`src/rtl/booth_mult_pkg.sv`:
```
// Shared types for the sequential Booth multiplier.
// Assumes: nothing beyond IEEE 1800-2017.
package booth_mult_pkg;
    typedef enum logic [1:0] {
        OP_HOLD = 2'd0,
        OP_ADD  = 2'd1,
        OP_SUB  = 2'd2
    } booth_op_e;
endpackage

```
`src/rtl/booth_recode.sv`:
```
// Radix-2 Booth recoder: chooses the action for one step from the current
// multiplier low bit and the bit shifted out in the previous step.
// Assumes: the previous bit is 0 before the first step.
module booth_recode
    import booth_mult_pkg::*;
(
    input  logic      cur_bit_i,
    input  logic      prev_bit_i,
    output booth_op_e op_o
);
    // Map the bit pair to add, subtract or hold.
    always_comb begin
        unique case ({cur_bit_i, prev_bit_i})
            2'b10:   op_o = OP_SUB;
            2'b01:   op_o = OP_ADD;
            default: op_o = OP_HOLD;
        endcase
    end
endmodule

```
`src/rtl/booth_step.sv`:
```
// One Booth step: adds, subtracts or keeps the multiplicand in the
// accumulator, then shifts {acc, mreg, prev} one place right arithmetically.
// Assumes: the accumulator is one bit wider than an operand, so the sum of a
// sign-extended multiplicand and the accumulator never wraps.
module booth_step
    import booth_mult_pkg::*;
#(
    parameter int W = 8
) (
    input  booth_op_e       op_i,
    input  logic [W:0]      acc_i,
    input  logic [W-1:0]    mreg_i,
    input  logic [W-1:0]    mcand_i,
    output logic [W:0]      acc_o,
    output logic [W-1:0]    mreg_o,
    output logic            prev_o
);
    localparam int AW = W + 1;

    logic [AW-1:0] mcand_ext;
    logic [AW-1:0] sum;

    // Sign-extend the multiplicand to accumulator width.
    always_comb mcand_ext = {mcand_i[W-1], mcand_i};

    // Apply the recoded action to the partial product.
    always_comb begin
        unique case (op_i)
            OP_ADD:  sum = acc_i + mcand_ext;
            OP_SUB:  sum = acc_i - mcand_ext;
            default: sum = acc_i;
        endcase
    end

    // Arithmetic right shift across accumulator, multiplier register, prev bit.
    always_comb begin
        acc_o  = {sum[AW-1], sum[AW-1:1]};
        mreg_o = {sum[0], mreg_i[W-1:1]};
        prev_o = mreg_i[0];
    end
endmodule

```
`src/rtl/booth_ctrl.sv`:
```
// Sequencer: accepts a start when idle, runs W steps with a down-counter,
// then raises a one-cycle done pulse.
// Assumes: synchronous active-low reset; start is ignored while busy.
module booth_ctrl #(
    parameter int W = 8
) (
    input  logic clk,
    input  logic rst_n,
    input  logic start_i,
    output logic load_o,
    output logic step_o,
    output logic busy_o,
    output logic done_o
);
    localparam int CW = $clog2(W + 1);

    logic [CW-1:0] steps_left;

    // Accept a start only when no operation is in progress.
    always_comb load_o = start_i && !busy_o;
    // Every busy cycle performs one step.
    always_comb step_o = busy_o;

    // Count down the steps and generate busy and the done pulse.
    always_ff @(posedge clk) begin
        if (!rst_n) begin
            steps_left <= '0;
            busy_o     <= 1'b0;
            done_o     <= 1'b0;
        end else begin
            done_o <= 1'b0;
            if (load_o) begin
                steps_left <= CW'(W);
                busy_o     <= 1'b1;
            end else if (busy_o) begin
                steps_left <= steps_left - 1'b1;
                if (steps_left == CW'(1)) begin
                    busy_o <= 1'b0;
                    done_o <= 1'b1;
                end
            end
        end
    end
endmodule

```
`src/rtl/booth_mult.sv`:
```
// Sequential radix-2 Booth multiplier for signed operands of W bits,
// producing a 2W-bit signed product after W step cycles.
// Assumes: operands are sampled only on an accepted start; the product
// register holds its value until the next accepted start.
module booth_mult
    import booth_mult_pkg::*;
#(
    parameter int W = 8
) (
    input  logic             clk,
    input  logic             rst_n,
    input  logic             start_i,
    input  logic [W-1:0]     mcand_i,
    input  logic [W-1:0]     mplier_i,
    output logic             busy_o,
    output logic             done_o,
    output logic [2*W-1:0]   product_o
);
    logic [W:0]   acc_q;
    logic [W-1:0] mreg_q;
    logic         prev_q;
    logic [W-1:0] mcand_q;

    logic [W:0]   acc_d;
    logic [W-1:0] mreg_d;
    logic         prev_d;
    booth_op_e    op;
    logic         load;
    logic         step;

    booth_ctrl #(.W(W)) u_ctrl (
        .clk     (clk),
        .rst_n   (rst_n),
        .start_i (start_i),
        .load_o  (load),
        .step_o  (step),
        .busy_o  (busy_o),
        .done_o  (done_o)
    );

    booth_recode u_recode (
        .cur_bit_i  (mreg_q[0]),
        .prev_bit_i (prev_q),
        .op_o       (op)
    );

    booth_step #(.W(W)) u_step (
        .op_i    (op),
        .acc_i   (acc_q),
        .mreg_i  (mreg_q),
        .mcand_i (mcand_q),
        .acc_o   (acc_d),
        .mreg_o  (mreg_d),
        .prev_o  (prev_d)
    );

    // Load operands on start, advance one Booth step per busy cycle.
    always_ff @(posedge clk) begin
        if (!rst_n) begin
            acc_q   <= '0;
            mreg_q  <= '0;
            prev_q  <= 1'b0;
            mcand_q <= '0;
        end else if (load) begin
            acc_q   <= '0;
            mreg_q  <= mplier_i;
            prev_q  <= 1'b0;
            mcand_q <= mcand_i;
        end else if (step) begin
            acc_q  <= acc_d;
            mreg_q <= mreg_d;
            prev_q <= prev_d;
        end
    end

    // The product is the low 2W bits of the accumulator-multiplier chain.
    always_comb product_o = {acc_q[W-1:0], mreg_q};
endmodule

```
`config.mk`:
```
export PLATFORM = sky130hd
export DESIGN_NAME = booth_mult
export DESIGN_NICKNAME = d
export VERILOG_FILES = /design/src/rtl/booth_mult_pkg.sv /design/src/rtl/booth_recode.sv /design/src/rtl/booth_step.sv /design/src/rtl/booth_ctrl.sv /design/src/rtl/booth_mult.sv
export SDC_FILE = /design/constraint.sdc
export NUM_CORES = 1
export LEC_CHECK = 0
export ABC_CLOCK_PERIOD_IN_PS = 2400
export BUFFER_PORTS_ARGS = -buffer_cell sky130_fd_sc_hd__buf_2
export CAP_MARGIN = 30
export CORE_MARGIN = 2
export CORE_UTILIZATION = 49
export DETAILED_ROUTE_END_ITERATION = 10
export GPL_TIMING_DRIVEN = 0
export PLACE_DENSITY = 0.73
export SLEW_MARGIN = 20
export SYNTH_ARGS = -nofsm -noshare
export SYNTH_HDL_FRONTEND = slang
export SYNTH_SLANG_ARGS = --single-unit
export TNS_END_PERCENT = 50
```
`constraint.sdc`:
```
create_clock -name clk -period 2.4 [get_ports clk]
set_clock_uncertainty 0.1 [all_clocks]
set_input_delay 0.48 -clock clk [delete_from_list [all_inputs] [get_ports clk]]
set_output_delay 0.48 -clock clk [all_outputs]
set_load 0.02 [all_outputs]
```
---- Yosys cells after proc, flatten, opt, wreduce, memory -nomap -nowiden ----
Index checks and enable logic that the tools add are counted.
cells by class
  add/subtract/negate cells ............... 3
  reductions and logical operators ........ 5
  eq/ne operators ......................... 5
  multiplexer cells ....................... 10
  bitwise operators ....................... 2
operators with widths
  kind                                                                   number
  9-bit one-hot mux with 2 select lines                                  1
  8-bit 2-to-1 mux                                                       2
  8-bit by 8-bit adder with 9-bit output                                 1
  8-bit by 8-bit subtractor with 9-bit output                            1
  4-bit 2-to-1 mux                                                       2
  2-bit by 1-bit equality test with 1-bit output, second input constant  2
  2-bit equality test, second input constant                             2
  4-bit by 1-bit equality test with 1-bit output, second input constant  1
  1-bit 2-to-1 mux                                                       4
  2-bit one-hot mux with 2 select lines                                  1
  4-bit by 1-bit subtractor with 4-bit output, second input constant     1
  3-bit OR reduction                                                     1
  1-bit NOT                                                              2
  2-bit nonzero test                                                     1
  2-bit OR reduction                                                     1
  1-bit logical AND                                                      1
  1-bit zero test                                                        1
storage, ports and cells
  bits in registers ....................... 31
  output and inout port bits .............. 18

---- Longest topological paths before layout ----
Gate-level depths: netlist of the first run.
  word-level depth ........................ 6
  depth in mapped cells ................... 13

---- Cells and area by module ----
From an unflattened synthesis of the first run, not the netlist that was laid out.
unflattened totals
  cell total of the unflattened synthesis .. 238
  area, all modules ....................... 2212.1 µm²
modules (own cells, without submodules)
  module        cells each  area each (µm²)  seq. area each (µm²)  times used
  booth_mult    101         1152.4           520.5                 1
  booth_step    104         742.0            0.0                   1
  booth_ctrl    31          302.8            120.1                 1
  booth_recode  2           15.0             0.0                   1

---- Least setup slack after synthesis of the first run ----
No wires, ideal clock.
  path type ............................... reg2reg
  from .................................... register prev_q
  to ...................................... register, netlist name acc_q[7]
  path buffers ............................ 1
  clock period less this slack ............ 2592 ps
  path slack .............................. -192 ps
  setup time .............................. 71 ps
  required time ........................... 2229 ps
  stages on the path, launching flop included .. 12
  arrival ................................. 2422 ps
  cell sequence ........................... dfxtp_1 -> inv_1 -> ha_1 -> buf_2 -> mux2i_1 -> fa_1 -> a211oi_1 -> o21ai_0 -> o31a_1 -> xnor2_1 -> or3_1 -> a21oi_1
on the way
  longest elaborated chain between the ends .. 4
  elaborated cells on any way between the ends .. 6
ends and longest elaborated chain
  element                                                                                       line                text
  from (decl)                                                                                   booth_mult.sv:21    logic prev_q;
  from (signal assigned)                                                                        booth_mult.sv:72    prev_q <= prev_d;
  2-bit by 1-bit equality test with 1-bit output / 2-bit equality test (equally long branches)  booth_recode.sv:13  unique case ({cur_bit_i, prev_bit_i})
  2-bit one-hot mux with 2 select lines *                                                       booth_recode.sv:13
  2-bit equality test / 2-bit by 1-bit equality test with 1-bit output (equally long branches)  booth_step.sv:28    unique case (op_i)
  9-bit one-hot mux with 2 select lines *                                                       booth_step.sv:28
Every way passes the cells marked *; elsewhere a longest branch is shown, timed or not.
A chain may end at the register's enable or synchronous reset.

---- Final worst setup path of the first run ----
  from .................................... register prev_q
  to ...................................... register, netlist name acc_q[7]
on the way
  longest elaborated chain between the ends .. 4
  elaborated cells on any way between the ends .. 6
ends and longest elaborated chain
  element                                                                                       line
  2-bit by 1-bit equality test with 1-bit output / 2-bit equality test (equally long branches)  booth_recode.sv:13
  2-bit one-hot mux with 2 select lines *                                                       booth_recode.sv:13
  2-bit equality test / 2-bit by 1-bit equality test with 1-bit output (equally long branches)  booth_step.sv:28
  9-bit one-hot mux with 2 select lines *                                                       booth_step.sv:28
Marked as above.

==> summary.txt, run 1 <==
Floorplan
  – Io pins: 37
  – Rows: 22
  – Die area: 4270 sq um
  – CORE AREA: 3630 sq um
  – Die Wd: 65.4 um
  – Initial Utilization: 50.8%
  – Die Ht: 65.4 um

Logic synthesis
  – Post-synth EDFFs: 0
  – Ys async rst share: 0%
  – Sequential area share after synthesis: 33.6%
  – Cells after synthesis: 225
  – Synthesized cell area: 1840 sq um
  – Top_reg_cell synth: dfxtp_1
  – Syn nets: 257
  – Yosys warns: 0
  – Mapped Avg Cell Area: 8.20 sq um
  – FF+latch count, synth: 31
  – Synth cell types: 38

Clock tree
  – Root Buffer: clkbuf_8
  – Hold_buf cts: 0
  – CTS Buf Count: 5
  – Depth of the CTS H-tree: 2
  – Clock transition at path regs: 0.07 ns
  – CTS tree: built
  – Skew-Pair Late Insertion Delay: 0.29 ns
  – Clk sinks: 31
  – Max Buffers Root-to-Sink: 2

Power and ir drop
  – Max rail drop VDD: 0.000435 V
  – P_sw: 0.000525 W
  – Switching Share: 31.2%
  – Static leakage: 1.04 nW
  – Internal power: 0.00116 W
  – Comb power frac: 33.2%
  – Sequential power share: 34.7%
  – Pwr/cell area: 686 nW/um^2
  – Clock Power Share: 32.1%

Detailed routing
  – Remaining DRCs: 0
  – Routed via count: 1676
  – Detail Route Antenna Nets: 0
  – DR vias/cell: 5.09
  – Per-cell routed wire length: 13.1 um
  – WL final: 4.30 mm
  – Iter 0 DRT Violations: 73
  – Pre-Repair DR Iteration Count: 4

Final layout
  – Commonest non-fill, non-tap cell in the layout: buf_2
  – Layout cell share with drive strength beyond 1: 32.0%
  – Final #Nets: 312
  – Antenna cells: 0
  – Post-layout util: 67.5%
  – Most frequent cells in the layout: buf_2, nand2_1, dfxtp_1
  – Area grow syn2layout: 33.0%

Global routing
  – First-pass GRT wire length: 6.95 mm
  – Vias in the first global route: 1520
  – Grt total ovfl: 0
  – Gr usage total: 21.0%
  – Pin count of the biggest net entering global routing: 11
  – Initial antenna violation count: 0

STA
  – Minimum clock period: 2.54 ns
  – Final Hold Fails: 0
  – Fmax: 394 MHz
  – Final number of setup-violating endpoints: 2
  – Worst slew margin: 58.4%
  – Fin crit share: 106%
  – Final worst slack: -0.141 ns
  – Final Max Tran Viols: 0
  – Worst Tran Pin Value: 0.624 ns
  – Unrepaired setup endpoints after global routing: yes
  – Min Hold Slack: 0.333 ns
  – Final TNS setup: -0.176 ns

Outcome
  – Failing checks: negative setup slack
  – Status: finished with violations

Setup path
  – CP bufs+invs: 2
  – Max incr delay on CP: 0.35 ns
  – WS Path Type: reg2reg
  – Crit path DAT: 2.66 ns
  – CP max FO: 8
  – CP startpoint kind: flop
  – R2R setup slack: -0.14 ns
  – Crit. End Element: flop
  – Worst Path Required: 2.52 ns
  – Cells along the critical path: inv_2, ha_4, buf_8, mux2i_4, fa_2, a211oi_2, o21ai_2, o31a_1, xnor2_1, or3_1, a21oi_1
  – Worst path top cell family by delay: compound AO/OA/AOI/OAI gates
  – Slowest-stage cell, CP: fa_2

Min path
  – Hold Crit Class: in2reg

Place
  – PortBufs: 36
  – GPL Wtd Cong: 0.820
  – HPWL after detailed placement: 2.88 mm

Run
  – MaxCap Viol Count: 0
-- area by class of cell --
type | count | area, sq um
timing repair buffer | 48 | 270
tap | 48 | 60.1
fill | 302 | 1180
clock inverter | 2 | 35.0
sequential | 31 | 631
clock buffer | 6 | 82.6
multi-input combinational | 169 | 1260
inverter | 12 | 45.0
buffer | 13 | 63.8
-- tightest hold or removal path: cells and delay by family --
family                 cells  cell delay, ns
buffers and inverters      1            0.09
AOI/OAI and AO/OA          1            0.06
and+or+nand+nor            1            0.04
-- sequential cells by signal (all words and copies together) (netlist names) --
name	count
acc_q	8
mcand_q	8
mreg_q	8
u_ctrl.done_o	1
prev_q	1
u_ctrl.busy_o	1
u_ctrl.steps_left	4
-- metal layers --
layer	up-vias	part of all wire, %	GRT usage (%)
met2	34	46	33.0
met3	10	4.1	4.28
met4	0	2.3	7.81
met1	752	47	28.4
met5	-	0	0
li1	880	-	-
-- power by group through the flow --
stage	clock (W)	combinational, W	sequential, W
2_1_floorplan	0	0.000309	0.000606
3_3_place_gp	0	0.000414	0.000591
3_5_place_dp	0	0.000418	0.000592
4_1_cts	0.000547	0.000459	0.000582
5_1_grt	0.000570	0.000614	0.000589
6_report	0.000541	0.000558	0.000585
-- cells by family after synthesis --
family | after synthesis | share of synthesized area [%]
adder cells (fa/ha/maj) | 13 | 9.23
buffers and inverters | 25 | 5.36
flip-flops | 31 | 33.7
AND/OR/NAND/NOR | 76 | 18.9
multiplexers | 13 | 7.19
AO/OA/AOI/OAI | 54 | 19.5
XOR/XNOR | 13 | 6.17
-- cells in the mapped netlist (2+ instances only) --
master,n,share of area (%)
o21ai_0,15,4.1
mux2_2,2,1.2
o31a_1,2,0.95
a211oi_1,7,2.8
inv_1,12,2.4
ha_1,12,8.1
a21oi_1,8,2.2
buf_1,2,0.41
and2_1,7,2.4
a21boi_0,8,3.3
mux2i_1,11,6.0
nor3_1,2,0.54
nor2b_1,2,0.68
xor2_1,2,0.95
nand2b_1,7,2.4
dfxtp_1,31,34
xnor2_1,11,5.2
nor2_1,23,4.7
o211ai_1,4,1.6
o211a_1,2,1.1
clkbuf_1,9,1.8
nand2_1,30,6.1
-- repair_timing --
action / in CTS / in global routing
setup buffers: 5 / 7
resized for setup: 10 / 27
pin swaps: 10 / 23
setup endpoints to repair: 3 / 5
-- per-stage QoR --
stage | total power (W) | worst slack (ns) | cells | instance area (sq um)
3_5_place_dp | 0.00101 | -0.247 | 309 | 2100
3_3_place_gp | 0.00100 | -0.264 | 309 | 2100
4_1_cts | 0.00159 | -0.166 | 322 | 2290
6_report | 0.00168 | -0.141 | 329 | 2450
5_1_grt | 0.00177 | -0.234 | 329 | 2450
2_1_floorplan | 0.000915 | -0.0615 | 225 | 1860
-- worst paths after layout --
| path | startpoint | to | cells after the start |
|---|---|---|---|
| worst max-delay path | prev_q | acc_q[7] | 11 |
| worst max register to register | prev_q | acc_q[7] | 11 |
| worst min-delay path | mcand_i[0] | mcand_q[0] | 3 |
| worst min register to register | u_ctrl.steps_left[1] | u_ctrl.steps_left[1] | 2 |
No activity file was read; power rests on OpenSTA's default activity.
==> run 2: changes to the inputs <==
- SETUP_SLACK_MARGIN: unset -> 0.1
==> run 2 against run 1 <==
  * The flow still finishes with violations (negative setup slack)
  * Sequential share of layout area about the same
  * Register-to-register slack better by 0.02 ns
  * Utilization up 0.069 points
  * Combinational power down 0.9%
  * Cell area up 0.10%
  * Critical path depth unchanged
  * Largest power group unchanged
==> summary.txt, run 2 (synthesized netlist as in run 1, its figures left out) <==
Floorplan
  – Die Wd: 65.4 um
  – Die Ht: 65.4 um
  – CORE AREA: 3630 sq um
  – Io pins: 37
  – Die area: 4270 sq um
  – Initial Utilization: 50.8%
  – Rows: 22

STA
  – Fin crit share: 105%
  – Min Hold Slack: 0.334 ns
  – Final Max Tran Viols: 0
  – Fmax: 396 MHz
  – Minimum clock period: 2.52 ns
  – Final TNS setup: -0.207 ns
  – Final Hold Fails: 0
  – Unrepaired setup endpoints after global routing: yes
  – Worst slew margin: 57.4%
  – Final worst slack: -0.123 ns
  – Final number of setup-violating endpoints: 3
  – Worst Tran Pin Value: 0.639 ns

Clock tree
  – Max Buffers Root-to-Sink: 2
  – Clock transition at path regs: 0.07 ns
  – Depth of the CTS H-tree: 2
  – CTS Buf Count: 5
  – Root Buffer: clkbuf_8
  – CTS tree: built
  – Clk sinks: 31
  – Skew-Pair Late Insertion Delay: 0.28 ns

Setup path
  – CP bufs+invs: 2
  – Reg2reg path depth: 11
  – Worst setup endpoint: acc_q[7]
  – Slowest-stage cell, CP: fa_2
  – CP max FO: 5
  – WS Path Type: reg2reg
  – Worst path top cell family by delay: compound AO/OA/AOI/OAI gates
  – R2r endpoint: acc_q[7]
  – Crit. End Element: flop
  – Cells along the critical path: inv_2, ha_4, buf_6, mux2i_4, fa_2, a211oi_2, o21ai_2, o31a_1, xnor2_1, or3_1, a21oi_1
  – Critical R2R Launch: prev_q
  – Worst Setup SP: prev_q
  – Crit path DAT: 2.64 ns
  – Worst Path Required: 2.52 ns
  – CP startpoint kind: flop
  – Max incr delay on CP: 0.36 ns
  – WP depth: 11
  – R2R setup slack: -0.12 ns

Power and ir drop
  – P_sw: 0.000516 W
  – Sequential power share: 34.8%
  – Comb power frac: 33.0%
  – Internal power: 0.00116 W
  – Static leakage: 1.06 nW
  – Clock Power Share: 32.3%
  – Switching Share: 30.8%
  – Max rail drop VDD: 0.000431 V
  – Pwr/cell area: 683 nW/um^2

Detailed routing
  – Per-cell routed wire length: 12.8 um
  – Remaining DRCs: 0
  – DR vias/cell: 5.11
  – Iter 0 DRT Violations: 112
  – Detail Route Antenna Nets: 0
  – Pre-Repair DR Iteration Count: 4
  – Routed via count: 1703
  – WL final: 4.28 mm

Final layout
  – Layout cell share with drive strength beyond 1: 31.6%
  – Fillers: 303
  – Most frequent cells in the layout: buf_2, nand2_1, dfxtp_1
  – Final #Nets: 316
  – Top Registers: acc_q: 8 flops, mcand_q: 8 flops, mreg_q: 8 flops
  – Register area: 631 sq um
  – Final Instance Count excl. Fillers: 333
  – Multi-input logic area: 1240 sq um
  – Antenna cells: 0
  – Post-layout util: 67.6%
  – Commonest non-fill, non-tap cell in the layout: buf_2
  – Area grow syn2layout: 33.1%

Global routing
  – Vias in the first global route: 1585
  – First-pass GRT wire length: 7.20 mm
  – Initial antenna violation count: 0
  – Gr usage total: 21.7%
  – Grt total ovfl: 0
  – Pin count of the biggest net entering global routing: 11

Outcome
  – Failing checks: negative setup slack
  – Status: finished with violations

Place
  – HPWL after detailed placement: 2.88 mm
  – PortBufs: 36
  – Post-Place Cells: 309
  – Worst slack, placed: -0.247 ns
  – GPL Wtd Cong: 0.820

Min path
  – Hold Crit Class: in2reg

Run
  – MaxCap Viol Count: 0
run 2: changes by cell type in the layout (fill, tap and decap cells not counted), sizes merged:
cell  previous run  this run
buf             52        56
run 2: per-stage QoR:
step | area, sq um | power, W
finish | 2450 | 0.00168
global route | 2450 | 0.00177
CTS | 2350 | 0.00162
detailed placement | 2100 | 0.00101
global placement | 2100 | 0.00100
floorplan | 1860 | 0.000915
run 2: worst reg2reg max path: cells and delay by family, from the launching register on:
kind	cells	cell delay (ns)
and+or+nand+nor	1	0.30
AOI/OAI and AO/OA	4	0.72
adders and majority gates	2	0.51
DFF	1	0.34
muxes	1	0.19
buffers and inverters	2	0.18
xor gates and xnor gates	1	0.13
run 2: timing repair:
| action | CTS | global route |
|---|---|---|
| setup endpoints to repair | 4 | 6 |
| buffers inserted | 9 | 7 |
| pin swaps | 19 | 12 |
| resized for setup | 21 | 12 |
| hold buffers | 0 | 0 |
run 2: area by class of cell:
cell class,instances,area share [%]
timing repair buffer,52,12.4
multi-input combinational,169,50.4
tap,48,2.45
clock inverter,2,1.43
clock buffer,6,3.36
buffer,13,2.45
inverter,12,1.83
sequential,31,25.7
run 2: worst min-delay path by stage:
stage                          start         end  slack, ns  cells after the start
after global routing      mcand_i[4]  mcand_q[4]       0.35                      3
final                     mcand_i[0]  mcand_q[0]       0.33                      3
after floorplan               prev_q      prev_q       0.36                      2
after global placement        prev_q      prev_q       0.38                      2
after CTS                 mcand_i[1]  mcand_q[1]       0.33                      3
after detailed placement      prev_q      prev_q       0.39                      2
run 2: power groups by stage:
stage	clock network, W	logic (W)	registers (W)
after floorplan	0	0.000309	0.000606
after global routing	0.000571	0.000612	0.000587
after detailed placement	0	0.000418	0.000592
final	0.000541	0.000553	0.000583
after global placement	0	0.000414	0.000591
after CTS	0.000547	0.000487	0.000582
run 2: layer usage:
| layer | vias up | GRT usage [%] | wire [um] |
|---|---|---|---|
| li1 | 892 | - | - |
| met1 | 773 | 29.4 | 2060 |
| met2 | 32 | 34.3 | 1990 |
| met3 | 6 | 4.28 | 152 |
| met4 | 0 | 7.81 | 72 |
| met5 | - | 0 | 0 |
